==> src/rtl/rcc_pkg.sv <==
// Package: default number formats shared by the current regulator and its bench.
// Assumes coefficients carry COEF_FRAC fractional bits and data are plain integers.
package rcc_pkg;
    localparam int DATA_W_DEF    = 16;
    localparam int COEF_W_DEF    = 18;
    localparam int COEF_FRAC_DEF = 14;
    localparam int N_MUL         = 4;   // k1*e, k2*e, k3*x, c*s2
    localparam int N_SAT         = 3;   // command, next s1, next s2
endpackage

==> src/rtl/rcc_mul.sv <==
// Module: signed data by fixed-point coefficient product, rescaled by an
// arithmetic right shift of CF bits (rounds toward minus infinity).
// Assumes both operands are two's complement; the output is full width.
module rcc_mul #(
    parameter int AW = 17,
    parameter int CW = 18,
    parameter int CF = 14
) (
    input  logic signed [AW-1:0]    a,
    input  logic signed [CW-1:0]    c,
    output logic signed [AW+CW-1:0] p
);
    localparam int PW = AW + CW;
    logic signed [PW-1:0] full;

    // Exact product, then drop the fractional bits of the coefficient.
    always_comb begin
        full = PW'(a) * PW'(c);
        p    = full >>> CF;
    end
endmodule

==> src/rtl/rcc_sat.sv <==
// Module: saturates a wide signed value into a narrower signed range.
// Assumes IW > OW.
module rcc_sat #(
    parameter int IW = 37,
    parameter int OW = 16
) (
    input  logic signed [IW-1:0] din,
    output logic signed [OW-1:0] dout
);
    localparam logic signed [IW-1:0] HI = {{(IW-OW+1){1'b0}}, {(OW-1){1'b1}}};
    localparam logic signed [IW-1:0] LO = {{(IW-OW+1){1'b1}}, {(OW-1){1'b0}}};

    // Clip to the output rails, otherwise pass the low bits through.
    always_comb begin
        if (din > HI)      dout = HI[OW-1:0];
        else if (din < LO) dout = LO[OW-1:0];
        else               dout = din[OW-1:0];
    end
endmodule

==> src/rtl/rcc_clamp.sv <==
// Module: limits a signed value to [lo, hi]; the lower limit is applied last
// so it wins when the limits are inverted.
module rcc_clamp #(
    parameter int W = 16
) (
    input  logic signed [W-1:0] din,
    input  logic signed [W-1:0] lo,
    input  logic signed [W-1:0] hi,
    output logic signed [W-1:0] dout
);
    logic signed [W-1:0] capped;

    // Upper limit first, then lower limit.
    always_comb begin
        capped = (din > hi) ? hi : din;
        dout   = (capped < lo) ? lo : capped;
    end
endmodule

==> src/rtl/rcc_state.sv <==
// Module: the two resonant state registers of the internal model.
// Assumes next values arrive already saturated; upd is a single-cycle enable.
module rcc_state #(
    parameter int W = 16
) (
    input  logic                clk,
    input  logic                rst_n,
    input  logic                clr,
    input  logic                upd,
    input  logic signed [W-1:0] nxt1,
    input  logic signed [W-1:0] nxt2,
    output logic signed [W-1:0] s1,
    output logic signed [W-1:0] s2
);
    // State update: reset and clear zero, otherwise load on upd.
    always_ff @(posedge clk) begin
        if (!rst_n || clr) begin
            s1 <= '0;
            s2 <= '0;
        end else if (upd) begin
            s1 <= nxt1;
            s2 <= nxt2;
        end
    end

    // a clear leaves both states at zero.
    p_clr_zero_r8: assert property (@(posedge clk) disable iff (!rst_n)
        clr |=> (s1 == '0) && (s2 == '0));

    // states hold when no sample is processed.
    p_hold_idle_r4: assert property (@(posedge clk) disable iff (!rst_n)
        (!upd && !clr) |=> $stable(s1) && $stable(s2));
endmodule

==> src/rtl/resonant_current_ctrl.sv <==
// Module: sinusoidal current regulator with a second-order resonant internal
// model inside a state-feedback law. Edge N captures a sample and its
// coefficients; edge N+1 computes the command and advances the states.
// Assumes coefficients are signed fixed point with COEF_FRAC fraction bits.
module resonant_current_ctrl #(
    parameter int DATA_W    = rcc_pkg::DATA_W_DEF,
    parameter int COEF_W    = rcc_pkg::COEF_W_DEF,
    parameter int COEF_FRAC = rcc_pkg::COEF_FRAC_DEF
) (
    input  logic                     clk,
    input  logic                     rst_n,
    input  logic                     clr,
    input  logic                     smp_valid,
    input  logic signed [DATA_W-1:0] i_ref,
    input  logic signed [DATA_W-1:0] i_meas,
    input  logic signed [COEF_W-1:0] k1_coef,
    input  logic signed [COEF_W-1:0] k2_coef,
    input  logic signed [COEF_W-1:0] k3_coef,
    input  logic signed [COEF_W-1:0] res_coef,
    input  logic signed [DATA_W-1:0] u_min,
    input  logic signed [DATA_W-1:0] u_max,
    output logic signed [DATA_W-1:0] u_cmd,
    output logic                     u_valid
);
    localparam int ERR_W  = DATA_W + 1;
    localparam int PROD_W = ERR_W + COEF_W;
    localparam int SUM_W  = PROD_W + 2;
    localparam int NM     = rcc_pkg::N_MUL;
    localparam int NS     = rcc_pkg::N_SAT;

    logic                     st_v;
    logic signed [DATA_W-1:0] st_ref, st_meas, st_umin, st_umax;
    logic signed [COEF_W-1:0] st_k1, st_k2, st_k3, st_res;
    logic signed [DATA_W-1:0] s1, s2;
    logic                     upd;
    logic signed [ERR_W-1:0]  err;

    logic signed [ERR_W-1:0]  mul_a [NM];
    logic signed [COEF_W-1:0] mul_c [NM];
    logic signed [PROD_W-1:0] mul_p [NM];
    logic signed [SUM_W-1:0]  sat_i [NS];
    logic signed [DATA_W-1:0] sat_o [NS];
    logic signed [DATA_W-1:0] u_lim;

    // Capture stage: sample and the coefficient set travel together.
    always_ff @(posedge clk) begin
        if (!rst_n) begin
            st_v    <= 1'b0;
            st_ref  <= '0;
            st_meas <= '0;
            st_umin <= '0;
            st_umax <= '0;
            st_k1   <= '0;
            st_k2   <= '0;
            st_k3   <= '0;
            st_res  <= '0;
        end else begin
            st_v <= smp_valid && !clr;
            if (smp_valid) begin
                st_ref  <= i_ref;
                st_meas <= i_meas;
                st_umin <= u_min;
                st_umax <= u_max;
                st_k1   <= k1_coef;
                st_k2   <= k2_coef;
                st_k3   <= k3_coef;
                st_res  <= res_coef;
            end
        end
    end

    assign upd = st_v && !clr;

    // Tracking error, one bit wider so it cannot overflow.
    always_comb err = ERR_W'(st_ref) - ERR_W'(st_meas);

    // Operand routing for the four products.
    always_comb begin
        mul_a[0] = err;              mul_c[0] = st_k1;
        mul_a[1] = err;              mul_c[1] = st_k2;
        mul_a[2] = ERR_W'(st_meas);  mul_c[2] = st_k3;
        mul_a[3] = ERR_W'(s2);       mul_c[3] = st_res;
    end

    for (genvar g = 0; g < NM; g++) begin : g_mul
        rcc_mul #(.AW(ERR_W), .CW(COEF_W), .CF(COEF_FRAC)) u_mul (
            .a(mul_a[g]), .c(mul_c[g]), .p(mul_p[g])
        );
    end

    // Wide sums for the command and the two state updates.
    always_comb begin
        sat_i[0] = SUM_W'(s2) - SUM_W'(mul_p[2]);
        sat_i[1] = -SUM_W'(s2) - SUM_W'(mul_p[0]);
        sat_i[2] = SUM_W'(s1) + SUM_W'(mul_p[3]) - SUM_W'(mul_p[1]);
    end

    for (genvar g = 0; g < NS; g++) begin : g_sat
        rcc_sat #(.IW(SUM_W), .OW(DATA_W)) u_sat (
            .din(sat_i[g]), .dout(sat_o[g])
        );
    end

    rcc_clamp #(.W(DATA_W)) u_clamp (
        .din(sat_o[0]), .lo(st_umin), .hi(st_umax), .dout(u_lim)
    );

    rcc_state #(.W(DATA_W)) u_state (
        .clk(clk), .rst_n(rst_n), .clr(clr), .upd(upd),
        .nxt1(sat_o[1]), .nxt2(sat_o[2]), .s1(s1), .s2(s2)
    );

    // Output register: command and its strobe.
    always_ff @(posedge clk) begin
        if (!rst_n) begin
            u_cmd   <= '0;
            u_valid <= 1'b0;
        end else begin
            u_valid <= upd;
            if (upd) u_cmd <= u_lim;
        end
    end

    // every pulse traces back to a strobe two edges earlier, uncleared.
    p_latency_r2: assert property (@(posedge clk) disable iff (!rst_n)
        u_valid |-> $past(smp_valid, 2) && !$past(clr, 2) && !$past(clr));

    // a clear suppresses the next pulse.
    p_clr_drop_r8: assert property (@(posedge clk) disable iff (!rst_n)
        clr |=> !u_valid);

    // with ordered limits, the command lies inside them.
    p_clamp_r7: assert property (@(posedge clk) disable iff (!rst_n)
        (u_valid && ($past(st_umin) <= $past(st_umax))) |->
            (u_cmd >= $past(st_umin)) && (u_cmd <= $past(st_umax)));
endmodule

==> config.mk <==
export PLATFORM = sky130hd
export DESIGN_NAME = resonant_current_ctrl
export DESIGN_NICKNAME = d
export VERILOG_FILES = /design/src/rtl/rcc_pkg.sv /design/src/rtl/rcc_mul.sv /design/src/rtl/rcc_sat.sv /design/src/rtl/rcc_clamp.sv /design/src/rtl/rcc_state.sv /design/src/rtl/resonant_current_ctrl.sv
export SDC_FILE = /design/constraint.sdc
export NUM_CORES = 2
export LEC_CHECK = 0
export ABC_AREA = 1
export CAP_MARGIN = 10
export CORE_UTILIZATION = 50
export CTS_BUF_LIST = sky130_fd_sc_hd__clkbuf_4 sky130_fd_sc_hd__clkbuf_8 sky130_fd_sc_hd__clkbuf_16
export CTS_CLUSTER_DIAMETER = 30
export DETAILED_ROUTE_END_ITERATION = 7
export PLACE_DENSITY_LB_ADDON = 0.3
export SYNTH_ARGS = -nofsm -noshare
export SYNTH_HDL_FRONTEND = slang
export SYNTH_SLANG_ARGS = --single-unit
==> constraint.sdc <==
create_clock -name clk -period 33.2 [get_ports clk]
set_clock_uncertainty 0.2 [all_clocks]
set_input_delay 6.64 -clock clk [delete_from_list [all_inputs] [get_ports clk]]
set_output_delay 6.64 -clock clk [all_outputs]
set_load 0.005 [all_outputs]
# ---- After elaboration in Yosys (flattened, before gate mapping)
# Index checks and enable logic that the tools add are counted.
dict set report totals {
  out_inout_bits 17
  wordCells 44
  regBits 186
  in_bits 140
}
dict set report classes {
  add_sub_neg 6
  mux 8
  mul 4
  reduce_logical 5
  order_cmp 8
}
# cell n
set ops {}
lappend ops {{16-bit 2-to-1 mux} 8}
lappend ops {{17-bit by 18-bit multiplier with 35-bit output} 2}
lappend ops {{16-bit by 18-bit multiplier with 34-bit output} 2}
lappend ops {{37-bit by 16-bit greater-than comparator with 1-bit output, second input constant} 1}
lappend ops {{37-bit by 16-bit less-than comparator with 1-bit output, second input constant} 1}
lappend ops {{16-bit negation with 37-bit output} 1}
lappend ops {{37-bit by 21-bit subtractor with 37-bit output} 1}
lappend ops {{22-bit by 16-bit greater-than comparator with 1-bit output, second input constant} 1}
lappend ops {{22-bit by 16-bit less-than comparator with 1-bit output, second input constant} 1}
lappend ops {{21-bit by 21-bit subtractor with 22-bit output} 1}
lappend ops {{16-bit by 20-bit adder with 21-bit output} 1}
lappend ops {{21-bit by 16-bit greater-than comparator with 1-bit output, second input constant} 1}
lappend ops {{21-bit by 16-bit less-than comparator with 1-bit output, second input constant} 1}
lappend ops {{16-bit by 20-bit subtractor with 21-bit output} 1}
lappend ops {{16-bit by 16-bit subtractor with 17-bit output} 1}
lappend ops {{16-bit greater-than comparator} 1}
lappend ops {{16-bit less-than comparator} 1}
lappend ops {{1-bit logical AND} 2}
lappend ops {{1-bit logical NOT} 2}
lappend ops {{1-bit logical OR} 1}

# ---- Logic depth before layout (Yosys ltp)
dict set report logic_depth {
  word_depth 9
  mapped_depth 73
  ltp_nobuf 68
}

# ---- Cells and area by module
# Synthesis repeated with hierarchy kept, for this count alone.
dict set report hier_totals {
  hier_cells 9645
  hier_area_um2 67861.3
}
# module n_inst cells_per_inst area_per_inst_um2 seq_area_each_um2
set by_module_without_submodules {}
lappend by_module_without_submodules {{rcc_mul (g_mul[0].u_mul ...)} 2 1635 12304.3 0.0}
lappend by_module_without_submodules {resonant_current_ctrl 1 2588 15443.6 3083.0}
lappend by_module_without_submodules {{rcc_mul (g_mul[2].u_mul)} 1 1600 12149.2 0.0}
lappend by_module_without_submodules {{rcc_mul (g_mul[3].u_mul)} 1 1600 12142.9 0.0}
lappend by_module_without_submodules {rcc_clamp 1 227 1387.6 0.0}
lappend by_module_without_submodules {rcc_state 1 141 1236.2 640.6}
lappend by_module_without_submodules {rcc_sat 3 73 297.8 0.0}

# ---- Least setup slack after synthesis
# OpenSTA, ideal clock, no wires.
dict set report synth_timing {
  kind {register to register}
  start {reg st_meas[7]}
  end {reg u_cmd[10]}
  period_less_slack_ns 10.669
  path_stages_with_launch 63
  setup_slack_ns 22.531
  setup_time_ns 0.132
  n_path_buf 5
  required_ns 32.868
  t_arrival_ns 10.337
  cell_sequence {dfxtp_1 > clkbuf_1 > buf_1 > nand2_1 > fa_1 > inv_1 > fa_1 > inv_1 > fa_1 > inv_1 > fa_1 > fa_1 > inv_1 > fa_1 > inv_1 > ha_1 > nand2_1 > inv_1 > (+27 left out) > o21ai_0 > nor3_1 > nand3_1 > nand3_1 > clkbuf_1 > nand2_1 > o21ai_0 > ha_1 > a21oi_1 > nor2_1 > a211oi_1 > o221a_2 > nand2_4 > nand2_2 > buf_6 > nand3_1 > nand3_1 > a21oi_1}
}
dict set report synth_between {
  elab_chain_len 9
  elab_cells_between_ends 10
  classes_between {1 x add/sub; 1 x mul; 4 x order compare; 4 x mux}
}
# element line_no
set synth_lines {}
lappend synth_lines {{start, declared} resonant_current_ctrl.sv:32} ;# logic signed [DATA_W-1:0] st_ref, st_meas, st_umin, st_umax;
lappend synth_lines {{start signal, assigned} resonant_current_ctrl.sv:61} ;# st_meas <= i_meas;
lappend synth_lines {{16-bit by 18-bit multiplier with 34-bit output (*)} rcc_mul.sv:18} ;# full = PW'(a) * PW'(c);
lappend synth_lines {{16-bit by 20-bit subtractor with 21-bit output (*)} resonant_current_ctrl.sv:93} ;# sat_i[0] = SUM_W'(s2) - SUM_W'(mul_p[2]);
lappend synth_lines {{21-bit by 16-bit less-than comparator with 1-bit output} rcc_sat.sv:16} ;# else if (din < LO) dout = LO[OW-1:0];
lappend synth_lines {{16-bit 2-to-1 mux} rcc_sat.sv:16}
lappend synth_lines {{16-bit 2-to-1 mux (*)} rcc_sat.sv:15} ;# if (din > HI) dout = HI[OW-1:0];
lappend synth_lines {{16-bit greater-than comparator} rcc_clamp.sv:15} ;# capped = (din > hi) ? hi : din;
lappend synth_lines {{16-bit 2-to-1 mux (*)} rcc_clamp.sv:15}
lappend synth_lines {{16-bit less-than comparator} rcc_clamp.sv:16} ;# dout = (capped < lo) ? lo : capped;
lappend synth_lines {{16-bit 2-to-1 mux (*)} rcc_clamp.sv:16}
lappend synth_lines {{end signal, assigned} resonant_current_ctrl.sv:120} ;# if (upd) u_cmd <= u_lim;
lappend synth_lines {{end, declared} resonant_current_ctrl.sv:22} ;# output logic signed [DATA_W-1:0] u_cmd,
# Mark *: on every way between the ends. The rest lies on a longest branch, timed or not.
# A chain may end at the register's enable or synchronous reset.

# ---- Worst setup path after layout
dict set report layout_timing {
  start {reg st_meas[0]}
  end {reg u_state.s1[7]}
}
dict set report layout_between {
  elab_chain_len 6
  elab_cells_between_ends 7
  classes_between {2 x add/sub; 1 x mul; 2 x order compare; 2 x mux}
}
# element line_no
set layout_lines {}
lappend layout_lines {{16-bit by 16-bit subtractor with 17-bit output (*)} resonant_current_ctrl.sv:75} ;# always_comb err = ERR_W'(st_ref) - ERR_W'(st_meas);
lappend layout_lines {{17-bit by 18-bit multiplier with 35-bit output (*)} rcc_mul.sv:18}
lappend layout_lines {{37-bit by 21-bit subtractor with 37-bit output (*)} resonant_current_ctrl.sv:94} ;# sat_i[1] = -SUM_W'(s2) - SUM_W'(mul_p[0]);
lappend layout_lines {{37-bit by 16-bit less-than comparator with 1-bit output} rcc_sat.sv:16}
lappend layout_lines {{16-bit 2-to-1 mux} rcc_sat.sv:16}
lappend layout_lines {{16-bit 2-to-1 mux (*)} rcc_sat.sv:15}
lappend layout_lines {{end signal, assigned} rcc_state.sv:21} ;# s1 <= nxt1;
lappend layout_lines {{end, declared} rcc_state.sv:12} ;# output logic signed [W-1:0] s1,
# Marks and branches as above.

==> impl_metrics.py <==
metrics = {
    "outcome": {
        "outcome": "completed",
    },
    "finish": {
        "areaGrowthSynthToFinish_pct": 5.90,
        "nFillCells": 10300,
        "multi_input_area_um2": 43500,
        "final_cell_mix": "inv_1, nand2_1, fa_1",
        "seq_area_um2": 3720,
        "mostFrequentLayoutCell": "inv_1",
        "fin_nets": 8639,
        "drive_above_1_share": 0.0220,
    },
    "yosys": {
        "synth_nets": 8696,
        "synthMuxAreaShare": 0,
        "syn_area_um2": 55200,
        "synth_simple_gate_area_frac": 0.148,
        "yosysWarnings": 0,
        "synth_top_family_by_area": "adder cells",
        "synth-xor-area-share": 0.0277,
        "synth-edff-count": 0,
        "synth_cells": 6871,
        "synth_cell_types": 52,
        "async_flop_share": 0,
        "synth_fa_ha_area_frac": 0.548,
        "synth_seq_cells": 186,
        "synth_ff_type": "dfxtp_1",
        "synth_compound_area_frac": 0.0652,
        "synth.avg_cell_area_um2": 8.04,
        "yosysSeqAreaShare": 0.0674,
    },
    "placement": {
        "port_buffers": 156,
        "finalWeightedCongestion": 0.940,
        "dp_hpwl_um": 125000,
    },
    "setup_path": {
        "cp.arrival_ns": 13.35,
        "end_kind": "flop",
        "crit_buf_inv": 10,
        "crit_fanout": 32,
        "startpoint_type": "flop",
        "cp.required_ns": 33.40,
        "critPathTopFamily": "adder cells",
        "max_stage_delay_ns": 0.90,
        "cpMostUsedCell": "nand2_1",
        "cpMaxStageDelayCell": "xor2_1",
        "worst-setup-path-type": "flop to flop",
    },
    "route": {
        "drt_iter0_markers": 3165,
        "vias": 43600,
        "wl_per_cell_um": 18.5,
        "vias_per_cell": 5.25,
        "routed_wirelength_um": 153000,
        "dr.pass1.iters": 7,
        "ant_nets": 0,
        "drc_errors": 0,
    },
    "global_routing": {
        "grtUsageTotal": 0.288,
        "grt_pass1_wl_um": 250000,
        "antenna_found_initial": 4,
        "grt_pass1_vias": 46200,
        "grt_max_degree": 90,
        "overflow": 0,
    },
    "sta": {
        "rsz0062_at_grt": "false",
        "finalMaxSlewViolations": 0,
        "finalHoldViolCount": 0,
        "maxSlewHeadroom": 0.210,
        "final.setup.tns_ns": 0,
        "worst_pin_slew_ns": 1.18,
        "finalCritPeriodShare": 0.396,
        "fmax_mhz": 76.0,
        "fin_crit_ns": 13.15,
        "setup_violations": 0,
    },
    "floorplanning": {
        "num_rows": 121,
        "die_x_um": 334,
        "initial_core_util": 0.506,
        "dieArea_um2": 112000,
        "pin_count": 157,
        "core_area_um2": 109000,
        "fp.dieH_um": 334,
    },
    "clocking": {
        "postCtsSetupRepairBufs": 0,
        "hold_buffers": 0,
        "h-tree-depth": 4,
        "clock_tree.root_cell": "clkbuf_16",
        "cts_tree": "built",
        "clkTransAtPathRegs_ns": 0.10,
        "clockBufferDepth": 2,
        "clock-sinks": 186,
        "cts_resized": 0,
        "cts_buffers": 17,
        "clkLatencyLatePin_ns": 0.54,
    },
    "worst_hold_path": {
        "hp-class": "flop to flop",
    },
    "run": {
        "maxCapViolCount": 0,
    },
}
## worst min-delay path, stage by stage (launching register included)
cell     delay (ns)
dfxtp_1        0.31
inv_1          0.06
a21oi_1        0.06
## registers in the layout, summed over array words and instances, names as in the netlist
register and count:
st_k1 18, st_k2 18, st_k3 18, st_meas 16, st_ref 16, st_res 18
st_umax 16, st_umin 16, st_v 1, u_cmd 16, u_state.s1 16, u_state.s2 16
u_valid 1
## cells in the mapped netlist, types with 2 or more instances
cell type	n	area share
a211oi_1	7	0.00095
a21boi_0	3	0.00041
a21boi_1	3	0.00041
a21o_1	11	0.0015
a21oi_1	337	0.031
a21oi_2	3	0.00048
a221oi_1	4	0.00063
a31oi_1	9	0.0010
and2_1	6	0.00068
buf_1	16	0.0011
buf_2	11	0.0010
buf_4	6	0.00082
buf_6	4	0.00082
clkbuf_1	247	0.017
clkinv_1	8	0.00054
dfxtp_1	186	0.067
fa_1	1222	0.44
ha_1	463	0.10
inv_1	1802	0.12
inv_2	6	0.00041
nand2_1	1385	0.094
nand2_2	11	0.0012
nand2_4	4	0.00082
nand3_1	120	0.011
nand3_2	2	0.00036
nand3_4	2	0.00063
nand3b_1	2	0.00027
nand4_1	17	0.0019
nor2_1	441	0.030
nor2_2	3	0.00034
nor3_1	21	0.0019
nor4_1	5	0.00057
o2111ai_1	3	0.00048
o211ai_1	13	0.0018
o21a_1	9	0.0012
o21ai_0	239	0.022
o21ai_1	13	0.0012
o21bai_1	8	0.0011
o221ai_1	4	0.00063
o31ai_1	4	0.00054
or2_1	2	0.00023
or2_2	28	0.0032
xnor2_1	86	0.014
xor2_1	87	0.014
## metrics by stage
step	hold WS, ns	utilization	cells	instance area (µm²)	worst slack (ns)
6_report	0.269	0.536	8305	58500	20.05
5_1_grt	0.316	0.536	8302	58500	19.21
4_1_cts	0.273	0.536	8301	58500	20.22
3_5_place_dp	0.259	0.530	8270	57900	20.27
3_3_place_gp	0.259	0.530	8270	57900	20.40
2_1_floorplan	0.240	-	6871	55200	22.53
## cells by family after synthesis
logic type / Yosys count
xor gates and xnor gates: 174
AOI/OAI and AO/OA: 674
buffers and inverters: 2100
adders and majority gates: 1685
DFF: 186
and+or+nand+nor: 2052
## layout make-up
type                    instances  area share
clock buffers                  19     0.00775
well taps                    1476      0.0316
diodes                          3    0.000128
repair buffers                208      0.0333
inverters                    1816       0.117
clock inverters                12     0.00214
flip-flops and latches        186      0.0637
multi-input cells            4585       0.745
## per-layer routing
layer,up-vias,global-route usage,part of all wire
met5,-,0,0.00027
met4,6,0.100,0.034
met3,303,0.0489,0.080
met2,1703,0.473,0.47
met1,21700,0.386,0.42
li1,19900,-,-
## path summary, 6_finish.rpt
path | from | end | slack (ns) | cells past startpoint
min | st_ref[0]$_SDFFE_PN0P_ | st_ref[0]$_SDFFE_PN0P_ | 0.27 | 2
max | st_meas[0]$_SDFFE_PN0P_ | u_state.s1[7]$_SDFFE_PP0P_ | 20.05 | 56
min reg2reg | st_ref[0]$_SDFFE_PN0P_ | st_ref[0]$_SDFFE_PN0P_ | 0.27 | 2
max reg2reg | st_meas[0]$_SDFFE_PN0P_ | u_state.s1[7]$_SDFFE_PP0P_ | 20.05 | 56
Power is not shown: default switching activity piles up to over one toggle a cycle in this logic, so the estimate is an artifact.
